### src/rtl/rtmr_pkg.sv
`timescale 1ns/1ps
package rtmr_pkg;

    // Control register, most significant bit first.
    typedef struct packed {
        logic gate_en;   // step only while pin 0 is high
        logic src_ext;   // 1: count pin falling edges, 0: machine-cycle tick
        logic ovf;       // overflow flag
        logic run;       // run enable
        logic x0_hit;    // pin-0 pending flag
        logic x0_edge;   // pin-0 edge mode
        logic x1_hit;    // pin-1 pending flag
        logic x1_edge;   // pin-1 edge mode
    } tctrl_t;

    localparam int unsigned CTRL_W = $bits(tctrl_t);

endpackage

### src/rtl/rtmr_sync.sv
`timescale 1ns/1ps
module rtmr_sync #(
    parameter int unsigned N      = 3,
    parameter int unsigned STAGES = 2
) (
    input  logic         clk,
    input  logic         rst_n,
    input  logic [N-1:0] din,
    output logic [N-1:0] dout
);
    logic [STAGES-1:0][N-1:0] sh_d, sh_q;

    always_comb begin
        sh_d[0] = din;
        for (int s = 1; s < STAGES; s++) begin
            sh_d[s] = sh_q[s-1];
        end
    end

    always_ff @(posedge clk or negedge rst_n) begin
        if (!rst_n) sh_q <= '0;
        else        sh_q <= sh_d;
    end

    assign dout = sh_q[STAGES-1];
endmodule

### src/rtl/rtmr_edge.sv
`timescale 1ns/1ps
module rtmr_edge #(
    parameter int unsigned N = 2
) (
    input  logic         clk,
    input  logic         rst_n,
    input  logic [N-1:0] din,
    output logic [N-1:0] fall
);
    logic [N-1:0] prev_d, prev_q;

    always_comb begin
        prev_d = din;
    end

    always_ff @(posedge clk or negedge rst_n) begin
        if (!rst_n) prev_q <= '0;
        else        prev_q <= prev_d;
    end

    for (genvar i = 0; i < N; i++) begin : g_fall
        assign fall[i] = prev_q[i] & ~din[i];
    end
endmodule

### src/rtl/rtmr_src.sv
`timescale 1ns/1ps
module rtmr_src #(
    parameter int unsigned PRESCALE = 12
) (
    input  logic clk,
    input  logic rst_n,
    input  logic src_ext,
    input  logic pin_s,
    output logic src_pulse
);
    localparam int unsigned PW = (PRESCALE > 1) ? $clog2(PRESCALE) : 1;
    localparam logic [PW-1:0] LAST = PW'(PRESCALE - 1);

    typedef struct packed {
        logic [PW-1:0] div;
        logic          samp;
    } src_st_t;

    src_st_t st_d, st_q;
    logic    mc_tick;
    logic    pin_fall;

    always_comb begin
        st_d     = st_q;
        mc_tick  = (st_q.div == LAST);
        pin_fall = mc_tick && st_q.samp && !pin_s;
        if (mc_tick) begin
            st_d.div  = '0;
            st_d.samp = pin_s;
        end else begin
            st_d.div  = st_q.div + PW'(1);
        end
        src_pulse = src_ext ? pin_fall : mc_tick;
    end

    always_ff @(posedge clk or negedge rst_n) begin
        if (!rst_n) st_q <= '0;
        else        st_q <= st_d;
    end
endmodule

### src/rtl/reload_tmr16.sv
`timescale 1ns/1ps
module reload_tmr16 #(
    parameter int unsigned CNT_W       = 16,
    parameter int unsigned PRESCALE    = 12,
    parameter int unsigned SYNC_STAGES = 2
) (
    input  logic       clk,
    input  logic       rst_n,
    input  logic [2:0] bus_addr,
    input  logic       bus_wr,
    input  logic [7:0] bus_wdata,
    output logic [7:0] bus_rdata,
    input  logic       pin_cnt,
    input  logic       pin_x0,
    input  logic       pin_x1,
    input  logic       irq_en,
    input  logic       tmr_ack,
    input  logic       x0_ack,
    input  logic       x1_ack,
    output logic       tmr_irq,
    output logic       x0_req,
    output logic       x1_req
);
    import rtmr_pkg::*;

    localparam int unsigned BYTES  = CNT_W / 8;
    localparam int unsigned ADDR_W = 3;
    localparam int unsigned N_PINS = 3;

    typedef struct packed {
        tctrl_t           ctrl;
        logic [CNT_W-1:0] cnt;
        logic [CNT_W-1:0] rld;
    } tmr_st_t;

    tmr_st_t          st_d, st_q;
    logic [N_PINS-1:0] pins_s;
    logic [1:0]        x_fall;
    logic              src_pulse;
    logic              gate_ok, step, at_max, wrap;
    logic              ctrl_wr, cnt_wr, rld_wr;

    rtmr_sync #(.N(N_PINS), .STAGES(SYNC_STAGES)) sync_i (
        .clk  (clk),
        .rst_n(rst_n),
        .din  ({pin_cnt, pin_x1, pin_x0}),
        .dout (pins_s)
    );

    rtmr_edge #(.N(2)) edge_i (
        .clk  (clk),
        .rst_n(rst_n),
        .din  (pins_s[1:0]),
        .fall (x_fall)
    );

    rtmr_src #(.PRESCALE(PRESCALE)) src_i (
        .clk      (clk),
        .rst_n    (rst_n),
        .src_ext  (st_q.ctrl.src_ext),
        .pin_s    (pins_s[2]),
        .src_pulse(src_pulse)
    );

    assign ctrl_wr = bus_wr && (bus_addr == '0);
    assign cnt_wr  = bus_wr && (bus_addr >= ADDR_W'(1)) && (bus_addr <= ADDR_W'(BYTES));
    assign rld_wr  = bus_wr && (bus_addr >= ADDR_W'(BYTES + 1))
                            && (bus_addr <= ADDR_W'(2 * BYTES));

    always_comb begin
        st_d    = st_q;
        gate_ok = !st_q.ctrl.gate_en || pins_s[0];
        step    = st_q.ctrl.run && gate_ok && src_pulse;
        at_max  = &st_q.cnt;
        wrap    = step && at_max && !cnt_wr;

        // count: a software write cancels the step on that edge
        if (cnt_wr) begin
            for (int b = 0; b < BYTES; b++) begin
                if (bus_addr == ADDR_W'(b + 1)) st_d.cnt[b*8 +: 8] = bus_wdata;
            end
        end else if (step) begin
            st_d.cnt = at_max ? st_q.rld : st_q.cnt + CNT_W'(1);
        end

        // reload pair: software only
        if (rld_wr) begin
            for (int b = 0; b < BYTES; b++) begin
                if (bus_addr == ADDR_W'(BYTES + 1 + b)) st_d.rld[b*8 +: 8] = bus_wdata;
            end
        end

        // control and flags: a software write wins over hardware updates
        if (ctrl_wr) begin
            st_d.ctrl = tctrl_t'(bus_wdata);
        end else begin
            if (wrap)         st_d.ctrl.ovf = 1'b1;
            else if (tmr_ack) st_d.ctrl.ovf = 1'b0;

            if (st_q.ctrl.x0_edge) begin
                if (x_fall[0])   st_d.ctrl.x0_hit = 1'b1;
                else if (x0_ack) st_d.ctrl.x0_hit = 1'b0;
            end else begin
                st_d.ctrl.x0_hit = !pins_s[0];
            end

            if (st_q.ctrl.x1_edge) begin
                if (x_fall[1])   st_d.ctrl.x1_hit = 1'b1;
                else if (x1_ack) st_d.ctrl.x1_hit = 1'b0;
            end else begin
                st_d.ctrl.x1_hit = !pins_s[1];
            end
        end
    end

    always_ff @(posedge clk or negedge rst_n) begin
        if (!rst_n) st_q <= '0;
        else        st_q <= st_d;
    end

    always_comb begin
        bus_rdata = '0;
        if (bus_addr == '0) bus_rdata = st_q.ctrl;
        for (int b = 0; b < BYTES; b++) begin
            if (bus_addr == ADDR_W'(b + 1))         bus_rdata = st_q.cnt[b*8 +: 8];
            if (bus_addr == ADDR_W'(BYTES + 1 + b)) bus_rdata = st_q.rld[b*8 +: 8];
        end
    end

    assign tmr_irq = st_q.ctrl.ovf && irq_en;
    assign x0_req  = st_q.ctrl.x0_hit;
    assign x1_req  = st_q.ctrl.x1_hit;
endmodule

### config.mk
export PLATFORM = sky130hd
export DESIGN_NAME = reload_tmr16
export DESIGN_NICKNAME = d
export VERILOG_FILES = /design/src/rtl/rtmr_pkg.sv /design/src/rtl/rtmr_sync.sv /design/src/rtl/rtmr_edge.sv /design/src/rtl/rtmr_src.sv /design/src/rtl/reload_tmr16.sv
export SDC_FILE = /design/constraint.sdc
export NUM_CORES = 1
export LEC_CHECK = 0
export CAP_MARGIN = 20
export CORE_ASPECT_RATIO = 2
export CORE_UTILIZATION = 51
export CTS_BUF_LIST = sky130_fd_sc_hd__clkbuf_4
export CTS_CLUSTER_DIAMETER = 80
export DETAILED_ROUTE_END_ITERATION = 12
export PLACE_DENSITY = 0.73
export SETUP_SLACK_MARGIN = 0.1
export SLEW_MARGIN = 5
export SYNTH_ARGS = -nofsm -noshare
export SYNTH_HDL_FRONTEND = slang
export SYNTH_SLANG_ARGS = --single-unit
### constraint.sdc
create_clock -name clk -period 5.8 [get_ports clk]
set_input_delay 1.74 -clock clk [delete_from_list [all_inputs] [get_ports clk]]
set_output_delay 1.74 -clock clk [all_outputs]
set_load 0.05 [all_outputs]
### Word-level counts from Yosys, hierarchy flattened

Cells that the tools add are included.

* flip-flop bits (word level): 53
* bits of input ports: 21
* output and inout port bits: 11
* logic and storage cells: 85

* add/sub/neg operators: 2
* magnitude comparators: 4
* equality and inequality tests: 9
* multiplexer cells: 23
* bitwise operators: 4
* reductions and logical operators: 26

Operator list (number)
* $mux W8: 7
* $mux W16: 3
* $add A16 B1 Y16 const B: 1
* $reduce_and A16 Y1: 1
* $logic_and A1 B1 Y1: 12
* $mux W1: 12
* $ne A4 B2 Y1 const B: 2
* $reduce_and A2 Y1: 4
* $eq A3 B2 Y1 const B: 2
* $logic_not A1 Y1: 5
* $add A4 B1 Y4 const B: 1
* $eq A4 B4 Y1 const B: 1
* $mux W4: 1
* $ne A2 B1 Y1 const B: 2
* $eq A3 B1 Y1 const B: 1
* $eq A3 B3 Y1 const B: 1
* $ge A3 B1 Y1 const B: 1
* $ge A3 B2 Y1 const B: 1
* $le A3 B2 Y1 const B: 1
* $le A3 B3 Y1 const B: 1
* $logic_not A3 Y1: 1
* $reduce_bool A3 Y1: 1
* $and A1 B1 Y1: 2
* $not A1 Y1: 2
* 2 further kinds: 2

### Logic depth before layout (Yosys ltp)

Gate-level depths: netlist (run 1).

* word-level depth: 9
* depth in mapped cells: 7
* depth with buffers taken out: 6

### Hierarchy

Synthesis (run 1) repeated with hierarchy kept, for this count alone.

* cell total of the unflattened synthesis: 288
* area total of the unflattened synthesis: 3085.5 µm²

By module, submodules not included
* reload_tmr16: times used 1, cells each 260, area each 2618.8 µm², sequential area each 1001.0 µm²
* rtmr_src: times used 1, cells each 18, area each 239.0 µm², sequential area each 125.1 µm²
* rtmr_sync: times used 1, cells each 6, area each 150.1 µm², sequential area each 150.1 µm²
* rtmr_edge: times used 1, cells each 4, area each 77.6 µm², sequential area each 50.0 µm²

### Worst setup path before layout (run 1)

OpenSTA, ideal clock, no wires.

* path kind: input port to output port
* start point: in bus_addr[1]
* end point: out bus_rdata[0]
* data arrival time: 3.603 ns
* required time: 4.060 ns
* setup slack: 0.457 ns
* stages: 5
* buffers on the path: 2
* path through: buf_2 > buf_1 > mux4_2 > inv_1 > o21ai_0

* longest elaborated chain between the ends: 6
* elaborated cells on any way between the ends: 10
* those cells by class: eq/ne: 4; mux: 5; reduce/logical: 1

Ends and longest elaborated chain
* start, declared: RTL line reload_tmr16.sv:9 `input logic [2:0] bus_addr,`
* $logic_not A3 Y1: RTL line reload_tmr16.sv:123 `if (bus_addr == '0) bus_rdata = st_q.ctrl;`
* $mux W8: RTL line reload_tmr16.sv:123
* $mux W8: RTL line reload_tmr16.sv:125 `if (bus_addr == ADDR_W'(b + 1)) bus_rdata = st_q.cnt[b*8 +: 8];`
* $mux W8: RTL line reload_tmr16.sv:126 `if (bus_addr == ADDR_W'(BYTES + 1 + b)) bus_rdata = st_q.rld[b*8 +: 8];`
* $mux W8: RTL line reload_tmr16.sv:125
* $mux W8 *: RTL line reload_tmr16.sv:126
* end, declared: RTL line reload_tmr16.sv:12 `output logic [7:0] bus_rdata,`

Mark *: on every way between the ends. The rest lies on a longest branch, timed or not.

### Worst setup path in the final report (run 1)

* start point: in bus_addr[0]
* end point: out bus_rdata[2]

The elaborated chain is that of the path after synthesis.

==> run summary, run 1 <==
CTS resizes: 0
endpoints failing setup: 0
Initial Utilization: 52.9%
Cell Area, Synth: 3020 um^2
sequential area share after synthesis: 43.9%
n_diodes: 0
asr flop ratio synth: 100%
ratio of cells with drive above 1 in the final layout: 18.5%
Power Density: 317 nW/um^2
LEAKAGE: 0.00143 uW
Setup crit start kind: primary input
met2 usage: 48.1%
GPL Wtd Cong: 0.904
cell internal pwr: 713 uW
syn nets: 324
synthesized instance count: 301
Psw: 415 uW
clock sinks: 53
Gate power share: 31.4%
Post-CTS Setup Bufs: 0
placed cell areas: 3470 um^2
Routed WL: 8340 um
Finished Cell Area: 3560 um^2
Final TNS setup: 0 ns
number of synthesized flops with an enable pin: 0
global routing usage on met3: 5.25%
max-cap violations: 0
clock-pin slew on the worst setup and hold paths: 0.14 ns
Avg Inst Size Synth: 10.0 um^2
htree depth: 2
peak supply drop: 0.264 mV
initial antenna violation count: 0
grt peak-use layer: met2
port bufs: 31
Area Overhead vs Synth: 17.9%
GRT Overall Usage: 28.8%
Nets: 357
Hold WC Path Type: register to register
TritonCTS clock tree: done
die width: 56.4 um
grt total ovfl: 0
grt met1 use: 32.8%
total iterations of the first detailed-routing run: 4
die span in y: 111 um
CP Max Fanout: 8
Routed Antenna Nets: 0
first-pass GRT wire length: 13700 um
Slew Limit Fails: 0
core footprint: 5710 um^2
arrival time at the worst endpoint: 3.58 ns
Worst Setup End Kind: primary output
Netlist cell types: 57
I/O pins: 32
Final HPWL DP: 6100 um
worst rel slew slack: 36.1%
die area: 6250 um^2
sequential power share: 49.6%
# hold bufs at CTS: 0
Via density: 6.61
vias in the first global route: 2664
status: finished clean
Clock Skew: 0.0189 ns
Max Freq: 188 MHz
clock power share: 19.0%
Worst Max-Slew Pin Slew: 0.945 ns
final hold vios: 0
Ys Warns: 0
CTS Buffer Depth: 2
RSZ-0062 raised after global routing: no
Min Hold Slack: 0.370 ns
Tmin final: 5.32 ns
worst skew pair latency: 0.40 ns
num rows: 39
clk root buf: clkbuf_4
commonest register cell after synthesis: dfrtp_1
Final period util: 91.8%
first-iteration detailed-routing DRC count: 132
Seq cells post-synth: 53
via count: 2617
Req. time, crit path: 4.06 ns
Sw Ratio: 36.8%
Avg WL per Cell: 21.1 um
largest net degree at the start of global routing: 54
# DRC: 0
total CTS buffers: 5
critical path type: primary input to primary output
==> final timing paths <==
kind / cells after the start / startpoint / to / slack [ns]
setup / recovery: 5 / bus_addr[0] / bus_rdata[2] / 0.48
max in group asynchronous: 2 / rst_n / st_q[14]$_DFFE_PN0P_ / 3.91
hold reg to reg: 0 / sync_i.sh_d[5]$_DFF_PN0_ / sync_i.dout[2]$_DFF_PN0_ / 0.37
hold / removal: 0 / sync_i.sh_d[5]$_DFF_PN0_ / sync_i.dout[2]$_DFF_PN0_ / 0.37
min in group asynchronous: 2 / rst_n / x0_req$_DFFE_PN0P_ / 1.44
setup reg to reg: 7 / st_q[16]$_DFFE_PN0P_ / st_q[20]$_DFFE_PN0P_ / 3.35
==> Yosys cell counts (6+ instances only) <==
cell type  number  area [um^2]
inv_1          12         45.0
dfrtp_1        53         1330
a21oi_1        12         60.1
nor2_1         24         90.1
nand3_1         7         35.0
nand2_1        37          139
a31oi_1         6         37.5
o21ai_0        20          100
mux2_2         23          259
nor2b_1         6         37.5
mux4_2          7          158
==> cell type report <==
class | count | area [um^2]
sequential | 53 | 1330
clock inverter | 3 | 46.3
tap | 61 | 76.3
multi-input combinational | 224 | 1590
clock buffer | 5 | 37.5
inverter | 12 | 45.0
timing repair buffer | 38 | 435
fill | 487 | 2150
==> through the flow <==
stage	util, %	cells	power (uW)	worst slack (ns)
CTS	62.3	395	1130	0.456
detailed placement	60.8	387	916	0.458
global placement	60.7	386	907	0.475
global route	62.4	396	1190	0.361
finish	62.4	396	1130	0.477
floorplan	-	301	757	0.457
==> critical path, cell delays in order <==
cell and delay [ns]:
clkdlybuf4s50_1 0.86, mux4_2 0.57, inv_1 0.06, o21ai_0 0.14, buf_12 0.20
==> sequential cells by signal, summed over array words and instances (netlist names) <==
register	flops
src_i.st_q	5
st_q	38
sync_i.sh_d	3
x1_req	1
x0_req	1
sync_i.dout	3
edge_i.prev_q	2
==> metal layers <==
layer  share of wire, %  wire, um
met4                5.4       448
met5                  0         0
met2                 52      4330
met3                6.0       504
met1                 37      3050
==> power groups by stage <==
stage | logic (uW) | registers, uW | clock network [uW]
floorplan | 229 | 527 | 0
global placement | 346 | 561 | 0
detailed placement | 354 | 563 | 0
CTS | 354 | 555 | 220
global route | 386 | 571 | 233
finish | 354 | 559 | 215
==> placed cells by master (no fill, tap or decap), types with 5 or more instances in the layout <==
| master | n |
|---|---|
| nor2b_1 | 6 |
| buf_4 | 6 |
| buf_12 | 8 |
| nand4_1 | 5 |
| clkdlybuf4s50_1 | 22 |
| dfrtp_1 | 53 |
| and2_1 | 5 |
| inv_1 | 12 |
| nand2_1 | 37 |
| a31oi_1 | 6 |
| clkbuf_4 | 5 |
| mux4_2 | 7 |
| o21ai_0 | 20 |
| mux2_2 | 23 |
| nand3_1 | 7 |
| nor2_1 | 24 |
| a21oi_1 | 12 |
==> cell families after synthesis <==
family,after synthesis,synth area share (%)
AOI/OAI and AO/OA,78,17.8
and+or+nand+nor,110,18.6
muxes,31,14.7
buffers and inverters,24,3.31
adders and majority gates,2,0.828
DFF,53,43.9
xor gates and xnor gates,3,0.870
Power figures use the tool's default switching activity.
==> run 2: changes to the inputs <==
--- a/config.mk
+++ b/config.mk
@@ -9,7 +9,8 @@
 export CORE_ASPECT_RATIO = 2
 export CORE_UTILIZATION = 51
 export CTS_BUF_LIST = sky130_fd_sc_hd__clkbuf_4
-export CTS_CLUSTER_DIAMETER = 80
+export CTS_CLUSTER_DIAMETER = 40
+export CTS_CLUSTER_SIZE = 28
 export DETAILED_ROUTE_END_ITERATION = 12
 export PLACE_DENSITY = 0.73
 export SETUP_SLACK_MARGIN = 0.1
==> results of run 2 <==
Final layout, timing and power as in run 1 (identical DEF).
==> run 3: changes to the inputs <==
--- a/config.mk
+++ b/config.mk
@@ -7,12 +7,12 @@
 export LEC_CHECK = 0
 export CAP_MARGIN = 20
 export CORE_ASPECT_RATIO = 2
-export CORE_UTILIZATION = 51
+export CORE_UTILIZATION = 53
 export CTS_BUF_LIST = sky130_fd_sc_hd__clkbuf_4
 export CTS_CLUSTER_DIAMETER = 40
 export CTS_CLUSTER_SIZE = 28
 export DETAILED_ROUTE_END_ITERATION = 12
-export PLACE_DENSITY = 0.73
+export PLACE_DENSITY = 0.78
 export SETUP_SLACK_MARGIN = 0.1
 export SLEW_MARGIN = 5
 export SYNTH_ARGS = -nofsm -noshare
==> constraint.sdc (replaced) <==
create_clock -name clk -period 4.71 [get_ports clk]
set_input_delay 1.413 -clock clk [delete_from_list [all_inputs] [get_ports clk]]
set_output_delay 1.413 -clock clk [all_outputs]
set_load 0.05 [all_outputs]
==> run 3 against run 2 <==
Sequential power rose by 24%. Clock skew fell by 0.0018 ns. Total power rose by 28%. Critical path type unchanged.
==> run summary, run 3 (same netlist as run 1, synthesis figures left out) <==
status: finished clean
worst setup path start: bus_addr[0]
Avg WL per Cell: 21.0 um
first-iteration detailed-routing DRC count: 178
worst rel slew slack: 40.3%
Worst Setup End Kind: primary output
Reg area: 1330 um^2
total CTS buffers: 5
Finished Core Util: 66.0%
die span in y: 109 um
Power Density: 400 nW/um^2
Non-Filler Instances: 399
# hold bufs at CTS: 0
I/O pins: 32
GPL Wtd Cong: 0.929
CP Max Fanout: 11
LEAKAGE: 0.00146 uW
# DRC: 0
arrival time at the worst endpoint: 2.96 ns
largest net degree at the start of global routing: 32
Min Hold Slack: 0.372 ns
Via density: 6.73
commonest cells after routing, fill and taps aside: dfrtp_1, nand2_1, nor2_1, mux2_2, clkdlybuf4s50_1
total iterations of the first detailed-routing run: 5
first-pass GRT wire length: 13600 um
Tmin final: 4.38 ns
port bufs: 31
Clock Skew: 0.0171 ns
GRT Overall Usage: 29.6%
CTS Buffer Depth: 2
via count: 2685
Post-CTS Setup Bufs: 0
Fill cells: 421
Finished Cell Area: 3610 um^2
Final period util: 92.9%
Max Freq: 229 MHz
Slew Limit Fails: 0
clk root buf: clkbuf_4
M1 WL: 3030 um
Final TNS setup: 0 ns
Req. time, crit path: 3.30 ns
TritonCTS clock tree: done
die area: 6020 um^2
Crit Reg-Reg Endpoint: st_q[23]$_DFFE_PN0P_
Worst Max-Slew Pin Slew: 0.873 ns
core footprint: 5470 um^2
Biggest register: st_q
Setup crit start kind: primary input
endpoints failing setup: 0
RSZ-0062 raised after global routing: no
Highest Signal Layer: met4
critical path type: primary input to primary output
die width: 55.4 um
worst r2r src: st_q[16]$_DFFE_PN0P_
initial antenna violation count: 0
R2R depth: 7
Initial Utilization: 55.2%
multi-input logic area: 1590 um^2
Final HPWL DP: 6170 um
Top Registers: st_q: 38 flops, src_i.st_q: 5 flops
htree depth: 2
clock sinks: 53
CTS resizes: 0
worst skew pair latency: 0.38 ns
placed cell areas: 3500 um^2
final hold vios: 0
flip-flop count of the largest register after layout: 38
peak supply drop: 0.291 mV
metal2 WL: 4490 um
clock-pin slew on the worst setup and hold paths: 0.13 ns
max-cap violations: 0
Area Overhead vs Synth: 19.5%
grt total ovfl: 0
vias in the first global route: 2696
Routed Antenna Nets: 0
ratio of cells with drive above 1 in the final layout: 19.5%
n_diodes: 0
num rows: 38
R2R Setup Slk: 2.23 ns
met3 WL post-DR: 506 um
placed cell count: 390
Setup crit end: bus_rdata[5]
Hold WC Path Type: register to register
Routed WL: 8380 um
most common cell after layout, fill and taps aside: dfrtp_1
Nets: 361
[run 3: how the worst min path moves through the flow]
stage,startpoint,end,cells past startpoint
6_report,sync_i.sh_d[4]$_DFF_PN0_,sync_i.dout[1]$_DFF_PN0_,0
5_1_grt,sync_i.sh_d[4]$_DFF_PN0_,sync_i.dout[1]$_DFF_PN0_,0
4_1_cts,sync_i.sh_d[4]$_DFF_PN0_,sync_i.dout[1]$_DFF_PN0_,0
3_3_place_gp,sync_i.sh_d[3]$_DFF_PN0_,sync_i.dout[0]$_DFF_PN0_,0
3_5_place_dp,sync_i.sh_d[4]$_DFF_PN0_,sync_i.dout[1]$_DFF_PN0_,0
2_1_floorplan,sync_i.sh_d[3]$_DFF_PN0_,sync_i.dout[0]$_DFF_PN0_,0
[run 3: through the flow]
step	worst slack (ns)	power (uW)
5_1_grt	0.232	1510
6_report	0.334	1440
2_1_floorplan	0.276	934
3_5_place_dp	0.336	1130
3_3_place_gp	0.356	1120
4_1_cts	0.336	1440
[run 3: cell type report]
class	count	area share (%)
multi-input combinational	224	44.2
sequential	53	36.8
timing repair buffer	42	12.9
tap	60	2.08
clock inverter	3	1.80
inverter	12	1.25
clock buffer	5	1.04
[run 3: critical path, cell delays in order]
cell	delay, ns
clkdlybuf4s50_1	0.45
buf_4	0.22
mux4_2	0.53
inv_1	0.07
o21ai_1	0.10
buf_12	0.17
[run 3: layer usage]
layer / up-vias / track usage, %
met3: 37 / 4.27
met2: 149 / 52.3
li1: 1204 / -
met1: 1295 / 34.1
met5: - / 0
met4: 0 / 16.6
[run 3: power by group]
group	internal (uW)	total [uW]	switching, uW	leakage (uW)
sequential	546	691	145	0.000632
combinational	223	444	222	0.000777
clock	164	307	143	0.0000552
total	933	1440	510	0.00146
